[src/rtl/pfx_pkg.sv]
package pfx_pkg;
  localparam int BURST  = 8;
  localparam int PAIRS  = BURST / 2;
  localparam int COL_W  = $clog2(BURST);
  localparam int PAIR_W = $clog2(PAIRS);

  typedef enum logic [1:0] {
    RS_IDLE,
    RS_PRE,
    RS_DATA
  } rd_state_t;

  typedef enum logic [1:0] {
    WS_IDLE,
    WS_PRE,
    WS_ARM,
    WS_CAP
  } wr_state_t;

  function automatic logic [PAIR_W-1:0] last_pair(input logic chop);
    return chop ? PAIR_W'(PAIRS/2 - 1) : PAIR_W'(PAIRS - 1);
  endfunction

  function automatic logic [COL_W-1:0] pair_pos(input logic [COL_W-1:0] col,
                                                input logic [PAIR_W-1:0] pair,
                                                input logic odd);
    return col + {pair, odd};
  endfunction
endpackage

[src/rtl/pfx_rd_serializer.sv]
module pfx_rd_serializer
  import pfx_pkg::*;
#(
  parameter int BEAT_W = 8
) (
  input  logic                     clk,
  input  logic                     rst_n,
  input  logic                     in_valid,
  output logic                     in_ready,
  input  logic [BEAT_W*BURST-1:0]  in_word,
  input  logic [COL_W-1:0]         in_col,
  input  logic                     in_chop,
  output logic [BEAT_W-1:0]        beat_rise,
  output logic [BEAT_W-1:0]        beat_fall,
  output logic                     strobe_rise,
  output logic                     strobe_fall,
  output logic                     drive_en,
  output logic                     done
);
  localparam int CORE_W = BEAT_W * BURST;

  rd_state_t          state;
  logic [CORE_W-1:0]  word_q;
  logic [COL_W-1:0]   col_q;
  logic               chop_q;
  logic [PAIR_W-1:0]  pair_q;
  logic               take;
  logic               at_last;
  logic [COL_W-1:0]   pos_r;
  logic [COL_W-1:0]   pos_f;

  assign in_ready = (state == RS_IDLE);
  assign take     = in_valid && in_ready;
  assign at_last  = (pair_q == last_pair(chop_q));
  assign pos_r    = pair_pos(col_q, pair_q, 1'b0);
  assign pos_f    = pair_pos(col_q, pair_q, 1'b1);

  always_ff @(posedge clk) begin
    if (!rst_n) begin
      state  <= RS_IDLE;
      word_q <= '0;
      col_q  <= '0;
      chop_q <= 1'b0;
      pair_q <= '0;
    end else begin
      unique case (state)
        RS_IDLE: begin
          if (take) begin
            word_q <= in_word;
            col_q  <= in_col;
            chop_q <= in_chop;
            pair_q <= '0;
            state  <= RS_PRE;
          end
        end
        RS_PRE:  state <= RS_DATA;
        RS_DATA: begin
          if (at_last) state <= RS_IDLE;
          else         pair_q <= pair_q + PAIR_W'(1);
        end
        default: state <= RS_IDLE;
      endcase
    end
  end

  always_comb begin
    beat_rise   = '0;
    beat_fall   = '0;
    strobe_rise = 1'b0;
    strobe_fall = 1'b0;
    drive_en    = 1'b0;
    done        = 1'b0;
    unique case (state)
      RS_PRE: drive_en = 1'b1;
      RS_DATA: begin
        drive_en    = 1'b1;
        strobe_rise = 1'b1;
        beat_rise   = word_q[pos_r*BEAT_W +: BEAT_W];
        beat_fall   = word_q[pos_f*BEAT_W +: BEAT_W];
        done        = at_last;
      end
      default: ;
    endcase
  end


  rd_busy_refuses_chk: assert property (@(posedge clk) disable iff (!rst_n)
    drive_en |-> !in_ready);

  rd_preamble_low_chk: assert property (@(posedge clk) disable iff (!rst_n)
    $rose(drive_en) |-> (!strobe_rise && !strobe_fall));

  rd_data_follows_pre_chk: assert property (@(posedge clk) disable iff (!rst_n)
    $rose(drive_en) |=> strobe_rise);

  rd_done_ends_burst_chk: assert property (@(posedge clk) disable iff (!rst_n)
    done |=> (!drive_en && in_ready));

  rd_done_in_data_chk: assert property (@(posedge clk) disable iff (!rst_n)
    done |-> strobe_rise);
endmodule

[src/rtl/pfx_wr_deserializer.sv]
module pfx_wr_deserializer
  import pfx_pkg::*;
#(
  parameter int BEAT_W = 8
) (
  input  logic                     clk,
  input  logic                     rst_n,
  input  logic                     cmd_valid,
  output logic                     cmd_ready,
  input  logic [COL_W-1:0]         cmd_col,
  input  logic                     cmd_chop,
  input  logic [BEAT_W-1:0]        beat_rise,
  input  logic [BEAT_W-1:0]        beat_fall,
  input  logic                     strobe,
  output logic                     done,
  output logic                     out_valid,
  input  logic                     out_ready,
  output logic [BEAT_W*BURST-1:0]  out_word,
  output logic [BURST-1:0]         out_mask
);
  localparam int CORE_W = BEAT_W * BURST;

  wr_state_t          state;
  logic [COL_W-1:0]   col_q;
  logic               chop_q;
  logic [PAIR_W-1:0]  pair_q;
  logic               vld_q;
  logic               take;
  logic               capture;
  logic               at_last;
  logic [COL_W-1:0]   pos_r;
  logic [COL_W-1:0]   pos_f;
  logic [CORE_W-1:0]  word_q;
  logic [BURST-1:0]   mask_q;

  assign cmd_ready = (state == WS_IDLE) && !vld_q;
  assign take      = cmd_valid && cmd_ready;
  assign capture   = ((state == WS_ARM) && strobe) || (state == WS_CAP);
  assign at_last   = (pair_q == last_pair(chop_q));
  assign pos_r     = pair_pos(col_q, pair_q, 1'b0);
  assign pos_f     = pair_pos(col_q, pair_q, 1'b1);
  assign done      = (state == WS_CAP) && at_last;
  assign out_valid = vld_q;
  assign out_word  = word_q;
  assign out_mask  = mask_q;

  always_ff @(posedge clk) begin
    if (!rst_n) begin
      state  <= WS_IDLE;
      col_q  <= '0;
      chop_q <= 1'b0;
      pair_q <= '0;
      vld_q  <= 1'b0;
    end else begin
      if (vld_q && out_ready) vld_q <= 1'b0;
      unique case (state)
        WS_IDLE: begin
          if (take) begin
            col_q  <= cmd_col;
            chop_q <= cmd_chop;
            pair_q <= '0;
            state  <= WS_PRE;
          end
        end
        WS_PRE: if (!strobe) state <= WS_ARM;
        WS_ARM: begin
          if (strobe) begin
            pair_q <= PAIR_W'(1);
            state  <= WS_CAP;
          end
        end
        WS_CAP: begin
          if (at_last) begin
            state <= WS_IDLE;
            vld_q <= 1'b1;
          end else begin
            pair_q <= pair_q + PAIR_W'(1);
          end
        end
        default: state <= WS_IDLE;
      endcase
    end
  end

  for (genvar g = 0; g < BURST; g++) begin : g_lane
    always_ff @(posedge clk) begin
      if (!rst_n) begin
        word_q[g*BEAT_W +: BEAT_W] <= '0;
        mask_q[g]                  <= 1'b0;
      end else if (take) begin
        word_q[g*BEAT_W +: BEAT_W] <= '0;
        mask_q[g]                  <= 1'b0;
      end else if (capture && (pos_r == COL_W'(g))) begin
        word_q[g*BEAT_W +: BEAT_W] <= beat_rise;
        mask_q[g]                  <= 1'b1;
      end else if (capture && (pos_f == COL_W'(g))) begin
        word_q[g*BEAT_W +: BEAT_W] <= beat_fall;
        mask_q[g]                  <= 1'b1;
      end
    end
  end


  wr_pending_blocks_cmd_chk: assert property (@(posedge clk) disable iff (!rst_n)
    out_valid |-> !cmd_ready);

  wr_done_then_valid_chk: assert property (@(posedge clk) disable iff (!rst_n)
    done |=> out_valid);

  wr_hold_stable_chk: assert property (@(posedge clk) disable iff (!rst_n)
    (out_valid && !out_ready) |=> (out_valid && $stable(out_word) && $stable(out_mask)));

  wr_mask_size_chk: assert property (@(posedge clk) disable iff (!rst_n)
    out_valid |-> ($countones(out_mask) == BURST || $countones(out_mask) == BURST/2));
endmodule

[src/rtl/pfx_burst_serdes.sv]
module pfx_burst_serdes
  import pfx_pkg::*;
#(
  parameter int BEAT_W = 8
) (
  input  logic                    clk,
  input  logic                    rst_n,
  input  logic                    rd_valid,
  output logic                    rd_ready,
  input  logic [BEAT_W*8-1:0]     rd_word,
  input  logic [2:0]              rd_col,
  input  logic                    rd_chop,
  output logic [BEAT_W-1:0]       dq_rise_o,
  output logic [BEAT_W-1:0]       dq_fall_o,
  output logic                    dqs_rise_o,
  output logic                    dqs_fall_o,
  output logic                    dq_oe_o,
  output logic                    rd_done,
  input  logic                    wr_cmd_valid,
  output logic                    wr_cmd_ready,
  input  logic [2:0]              wr_col,
  input  logic                    wr_chop,
  input  logic [BEAT_W-1:0]       dq_rise_i,
  input  logic [BEAT_W-1:0]       dq_fall_i,
  input  logic                    dqs_i,
  output logic                    wr_done,
  output logic                    wr_out_valid,
  input  logic                    wr_out_ready,
  output logic [BEAT_W*8-1:0]     wr_out_word,
  output logic [7:0]              wr_out_mask
);
  pfx_rd_serializer #(.BEAT_W(BEAT_W)) u_rd (
    .clk         (clk),
    .rst_n       (rst_n),
    .in_valid    (rd_valid),
    .in_ready    (rd_ready),
    .in_word     (rd_word),
    .in_col      (rd_col),
    .in_chop     (rd_chop),
    .beat_rise   (dq_rise_o),
    .beat_fall   (dq_fall_o),
    .strobe_rise (dqs_rise_o),
    .strobe_fall (dqs_fall_o),
    .drive_en    (dq_oe_o),
    .done        (rd_done)
  );

  pfx_wr_deserializer #(.BEAT_W(BEAT_W)) u_wr (
    .clk       (clk),
    .rst_n     (rst_n),
    .cmd_valid (wr_cmd_valid),
    .cmd_ready (wr_cmd_ready),
    .cmd_col   (wr_col),
    .cmd_chop  (wr_chop),
    .beat_rise (dq_rise_i),
    .beat_fall (dq_fall_i),
    .strobe    (dqs_i),
    .done      (wr_done),
    .out_valid (wr_out_valid),
    .out_ready (wr_out_ready),
    .out_word  (wr_out_word),
    .out_mask  (wr_out_mask)
  );
endmodule

[config.mk]
export PLATFORM = sky130hd
export DESIGN_NAME = pfx_burst_serdes
export DESIGN_NICKNAME = d
export VERILOG_FILES = /design/src/rtl/pfx_pkg.sv /design/src/rtl/pfx_rd_serializer.sv /design/src/rtl/pfx_wr_deserializer.sv /design/src/rtl/pfx_burst_serdes.sv
export SDC_FILE = /design/constraint.sdc
export NUM_CORES = 1
export LEC_CHECK = 0
export ABC_AREA = 1
export BUFFER_PORTS_ARGS = -buffer_cell sky130_fd_sc_hd__buf_2
export CAP_MARGIN = 20
export CORE_ASPECT_RATIO = 0.75
export CORE_MARGIN = 10
export CORE_UTILIZATION = 54
export DETAILED_ROUTE_END_ITERATION = 10
export PLACE_DENSITY = 0.81
export SETUP_SLACK_MARGIN = 0.05
export SLEW_MARGIN = 20
export SYNTH_ARGS = -nofsm -noshare
export SYNTH_HDL_FRONTEND = slang
export SYNTH_SLANG_ARGS = --single-unit
[constraint.sdc]
create_clock -name clk -period 1.9 [get_ports clk]
set_input_delay 0 -clock clk [delete_from_list [all_inputs] [get_ports clk]]
set_output_delay 0 -clock clk [all_outputs]
set_load 0.05 [all_outputs]
# Word level (Yosys, flattened, before mapping)
# Cells that the tools add are included.
[op_classes]
addsub = 6
n_eq_ne = 29
n_shift = 2
n_mux = 57
bitwise = 1
reduce_logical = 46
[ops]
columns = ["operator", "n"]
rows = [
  ["2-to-1 mux 8 bit", 18],
  ["variable part select 64 x 7 -> 8 bit", 2],
  ["2-to-1 mux 2 bit", 13],
  ["equality test 3 bit, second input constant", 8],
  ["logical AND 1 bit", 22],
  ["2-to-1 mux 1 bit", 22],
  ["nonzero test 2 bit", 9],
  ["adder 3 bit", 4],
  ["equality test 3 x 2 -> 1 bit, second input constant", 4],
  ["case mux 2 bit (3 select lines)", 2],
  ["!= test 2 bit, second input constant", 5],
  ["case mux 2 bit (4 select lines)", 1],
  ["AND reduction 4 bit", 2],
  ["equality test 2 bit, second input constant", 3],
  ["equality test 3 x 1 -> 1 bit, second input constant", 2],
  ["zero test 3 bit", 2],
  ["!= test 2 x 1 -> 1 bit, second input constant", 3],
  ["AND reduction 2 bit", 3],
  ["adder 2 x 1 -> 2 bit, second input constant", 2],
  ["equality test 2 x 1 -> 1 bit, second input constant", 2],
  ["equality test 2 bit", 2],
  ["zero test 2 bit", 2],
  ["case mux 2 bit (2 select lines)", 1],
  ["OR reduction 2 bit", 2],
  ["5 further kinds", 5],
]
[word_totals]
reg_bits = 153

# Logic depth before layout (Yosys ltp)
[logic_depth]
word_depth = 6
depth_mapped = 12

# Hierarchy
# Synthesis repeated with hierarchy kept, for this count alone.
[unflattened]
cells_unflattened = 1271
area_unflattened_um2 = 8115.3
[modules_own_cells]
columns = ["mod", "n_inst", "cells_each", "area_per_inst_um2", "seq_area_each_um2"]
rows = [
  ["pfx_rd_serializer", 1, 665, 4066.4, 1441.4],
  ["pfx_wr_deserializer", 1, 606, 4048.9, 1621.6],
]

# Worst setup path after synthesis
# OpenSTA, ideal clock, no wires.
[synth_timing]
kind = "register to output"
start = "register u_rd.pair_q[0]"
end = "output dq_fall_o[5]"
t_arrival_ps = 2717
required_time_ps = 1900
setup_slack_ps = -817
stages_incl_launch_ff = 8
path_buffers = 1
cell_sequence = "dfxtp_1 fa_1 inv_1 clkbuf_1 o21ai_0 o22ai_1 nor2_1 nor3_1"
[synth_via]
elab_chain_cells = 3
[synth_rtl]
columns = ["element", "line_no", "source"]
rows = [
  ["start, declared", "pfx_rd_serializer.sv:26", "logic [PAIR_W-1:0] pair_q;"],
  ["start signal, assigned", "pfx_rd_serializer.sv:59", "else pair_q <= pair_q + PAIR_W'(1);"],
  ["adder 3 bit", "pfx_pkg.sv:27", "return col + {pair, odd};"],
  ["variable part select 64 x 7 -> 8 bit", "pfx_rd_serializer.sv:79", "beat_fall = word_q[pos_f*BEAT_W +: BEAT_W];"],
  ["2-to-1 mux 8 bit", "pfx_rd_serializer.sv:73", "unique case (state)"],
  ["end, declared", "pfx_burst_serdes.sv:14", "output logic [BEAT_W-1:0] dq_fall_o,"],
]
# Every way passes these cells.

# Worst setup path in the final report
[layout_timing]
start = "register u_rd.col_q[0]"
end = "output dq_fall_o[6]"
[layout_via]
elab_chain_cells = 3
[layout_rtl]
columns = ["element", "line_no", "source"]
rows = [
  ["start, declared", "pfx_rd_serializer.sv:24", "logic [COL_W-1:0] col_q;"],
  ["start signal, assigned", "pfx_rd_serializer.sv:50", "col_q <= in_col;"],
  ["adder 3 bit", "pfx_pkg.sv:27", ""],
  ["variable part select 64 x 7 -> 8 bit", "pfx_rd_serializer.sv:79", ""],
  ["2-to-1 mux 8 bit", "pfx_rd_serializer.sv:73", ""],
]
# Every way passes these cells.

==> impl_metrics.py <==
metrics = {
    "synth": {
        "yosysSeqAreaShare": 0.399,
        "syn_area_um2": 7670,
        "syn_avg_cell_area_um2": 6.91,
        "ys_warn_count": 0,
        "ys_async_sr_fraction": 0,
        "synth_cells": 1111,
        "synth_top_area_share": 0.399,
        "synth_most_common_cell": "nor2_1",
        "synth_edf_count": 0,
        "syn-num-nets": 1217,
        "ys.flop_type": "dfxtp_1",
        "synthDistinctLibCells": 41,
        "synth_seq_cells": 153,
        "netlist_top_cells_count": "nor2_1 (247), o21ai_0 (170), dfxtp_1 (153)",
        "synthTopCellsByArea": "dfxtp_1 (40%), nor2_1 (12%), o21ai_0 (11%), a21oi_1 (5.6%), nand2_1 (5.4%)",
        "synth_area_leader_cell": "dfxtp_1",
    },
    "critical_path": {
        "r2r-end": "u_wr.out_word[31]",
        "path_class": "register to output pin",
        "r2r_slack_ps": 80,
        "required_ps": 1900,
        "crit_family": "adder cells",
        "crit_path_frequent_cell": "buf_6",
        "cp_slowest_cell": "fa_2",
        "endpoint_kind": "output pin",
        "slowest_delay_ps": 600,
        "path_buf_inv": 3,
        "path_cells": "fa_2 > buf_12 > buf_6 > o21ai_4 > o22ai_2 > nor2_2 > nor3_4 > buf_6",
        "crit_fanout": 7,
        "crit_cells": 8,
        "reg2reg_from": "u_wr.state[0]",
        "critPathArrivalTime_ps": 2360,
        "critPathLaunchType": "register",
        "reg2reg_depth": 10,
    },
    "clock_tree": {
        "cts_tree": "yes",
        "cts.path.max_buffers": 2,
        "cts_root_buffer": "clkbuf_16",
        "h-tree-depth": 4,
        "clkLatencyLatePin_ps": 430,
        "cts-buffers-inserted": 17,
        "clock-sinks": 153,
        "clk_pin_slew_ps": 60,
    },
    "sta": {
        "period_minus_slack_ps": 2360,
        "setup_viol": 16,
        "fmax_ghz": 0.423,
        "layout_setup_ws_ps": -462,
        "fin_crit_sh": 1.24,
        "grt_setup_unrepaired": "yes",
        "whs_ps": 33.3,
        "finalClockSkew_ps": 11.3,
        "finalHoldViolCount": 0,
        "finalMaxSlewViolations": 0,
    },
    "route": {
        "vias": 9433,
        "viasPerCell": 5.86,
        "drt_pass1_iterations": 6,
        "drt_iter0_markers": 1476,
        "ant_nets": 0,
        "drt-total-wl_um": 31500,
        "drcViolationCount": 0,
        "wl_per_cell_um": 19.6,
    },
    "floorplan": {
        "coreArea_um2": 13800,
        "fp-row-count": 37,
        "die_x_um": 158,
        "die_y_um": 123,
        "ios": 190,
        "die_area_um2": 19400,
        "start_util": 0.556,
    },
    "placed_design": {
        "hpwlAfterDp_um": 18800,
        "gp_congestion": 0.949,
        "dp_slack_ps": -22.4,
        "numPortBuffers": 188,
        "dp.cells": 1449,
    },
    "job": {
        "maxCapViolCount": 0,
    },
    "hold_path": {
        "hold_path_class": "input port to register",
        "hold_end": "u_rd.state[0]",
        "min-delay-start": "rd_valid",
        "holdPathStages": 6,
    },
    "global_route": {
        "antenna_found_initial": 2,
        "grt_overflow_total": 0,
        "grt_max_degree": 81,
        "grtUsageTotal": 0.295,
        "grt_pass1_wl_um": 45800,
        "grt_pass1_vias": 8495,
    },
    "outcome": {
        "violations": "setup timing",
        "status": "finished with violations",
    },
    "cells_and_area": {
        "drive_gt1_frac": 0.278,
        "fin_util": 0.820,
        "final_cells": 1610,
        "final_nets": 1525,
        "area_growth_pct": 47.5,
        "ff_latch_area_um2": 3070,
        "final.fill_count": 859,
        "multiInputGateArea_um2": 4330,
    },
    "power_and_ir_drop": {
        "leakagePower_nw": 5.14,
        "peakVddDrop_mv": 1.28,
        "p_per_area_nw_per_um2": 1280,
        "total_power_mw": 14.5,
    },
}
[per-layer routing]
layer  wire length (um)  vias to the layer above  share of wire  GRT usage
met5                  0                        -              0          0
met4               1010                        0          0.032     0.0973
met3               4210                      131           0.13     0.0968
met2              14000                      714           0.44      0.448
met1              12300                     4281           0.39      0.388
li1                   -                     4307              -          -
[area by class of cell]
type / count / share of cell area
Sequential cell: 153 / 0.272
Antenna cell: 3 / 0.000663
Clock buffer: 19 / 0.0400
Clock inverter: 13 / 0.0118
Tap cell: 175 / 0.0193
Inverter: 75 / 0.0289
Multi-Input combinational cell: 819 / 0.382
Timing Repair Buffer: 353 / 0.245
[stage by stage]
stage          setup TNS [ps]  cell area (um^2)
2_1_floorplan           -1360              7760
3_3_place_gp                0              8970
3_5_place_dp            -76.8              8970
4_1_cts                 -3960             10700
5_1_grt                 -5390             11300
6_report                -4520             11300
[flip-flops by register name, indices dropped and copies added (netlist names)]
| name | flops |
|---|---|
| u_rd.pair_q | 2 |
| u_wr.state | 2 |
| u_wr.out_valid | 1 |
| u_wr.out_mask | 8 |
| u_wr.chop_q | 1 |
| u_rd.state | 2 |
| u_rd.chop_q | 1 |
| u_rd.word_q | 64 |
| u_rd.col_q | 3 |
| u_wr.out_word | 64 |
| u_wr.pair_q | 2 |
| u_wr.col_q | 3 |
[logic make-up after synthesis]
family / count (synthesis) / synth area share
other: 1 / 0.000489
flip-flops: 153 / 0.399
buffers and inverters: 139 / 0.0788
XOR/XNOR: 5 / 0.00864
AND/OR/NAND/NOR: 500 / 0.286
AO/OA/AOI/OAI: 301 / 0.207
adder cells (fa/ha/maj): 12 / 0.0205
[how the worst max path moves through the flow]
stage,from,to,slack [ps]
2_1_floorplan,u_rd.state[0],dq_fall_o[0],-130
6_report,u_rd.col_q[0],dq_fall_o[6],-460
3_5_place_dp,u_rd.col_q[0],dq_rise_o[3],-20
3_3_place_gp,u_rd.col_q[1],dq_fall_o[0],2
4_1_cts,u_rd.pair_q[0],dq_fall_o[6],-340
5_1_grt,u_rd.col_q[0],dq_fall_o[6],-490
[layout by cell type, fill, tap and decap left out, types with 5 or more instances in the layout]
cell type,Yosys,layout
nand3_2,5,5
o21ai_2,2,8
a21oi_1,86,71
inv_6,0,6
dfxtp_1,153,148
o21a_1,7,7
nor3_2,1,7
buf_12,1,8
inv_1,66,62
buf_6,2,22
o21ai_1,11,31
nor3_1,58,49
nand2_4,6,9
inv_4,2,6
ha_1,11,7
clkbuf_16,0,23
buf_2,12,172
buf_4,5,51
nor2_1,247,243
dlygate4sd3_1,0,91
nand2_1,111,106
o21ai_0,170,143
nand3_1,54,52
nand2_2,8,9
o21bai_1,5,5
o22ai_1,15,13
a21oi_2,3,18
[repair_timing]
| action | CTS | global route |
|---|---|---|
| pin swaps | 7 | 45 |
| hold buffers | 92 | 0 |
| endpoints found under the setup margin | 19 | 87 |
| endpoints found under the hold margin | 101 | 0 |
| setup buffers | 3 | 25 |
| cloned | 1 | 6 |
| gates resized for setup | 50 | 94 |
[power breakdown]
group	switching, mW	internal (mW)	total (mW)
Clock	1.53	1.91	3.44
Combinational	4.32	2.62	6.94
Sequential	0.415	3.68	4.09
Total	6.27	8.21	14.5
[tightest hold or removal path, stage by stage]
cell	delay [ps]
buf_2	100
nor2_1	50
inv_1	50
nand2_1	80
nand2_1	70
a21oi_1	50
Power figures use the tool's default switching activity.
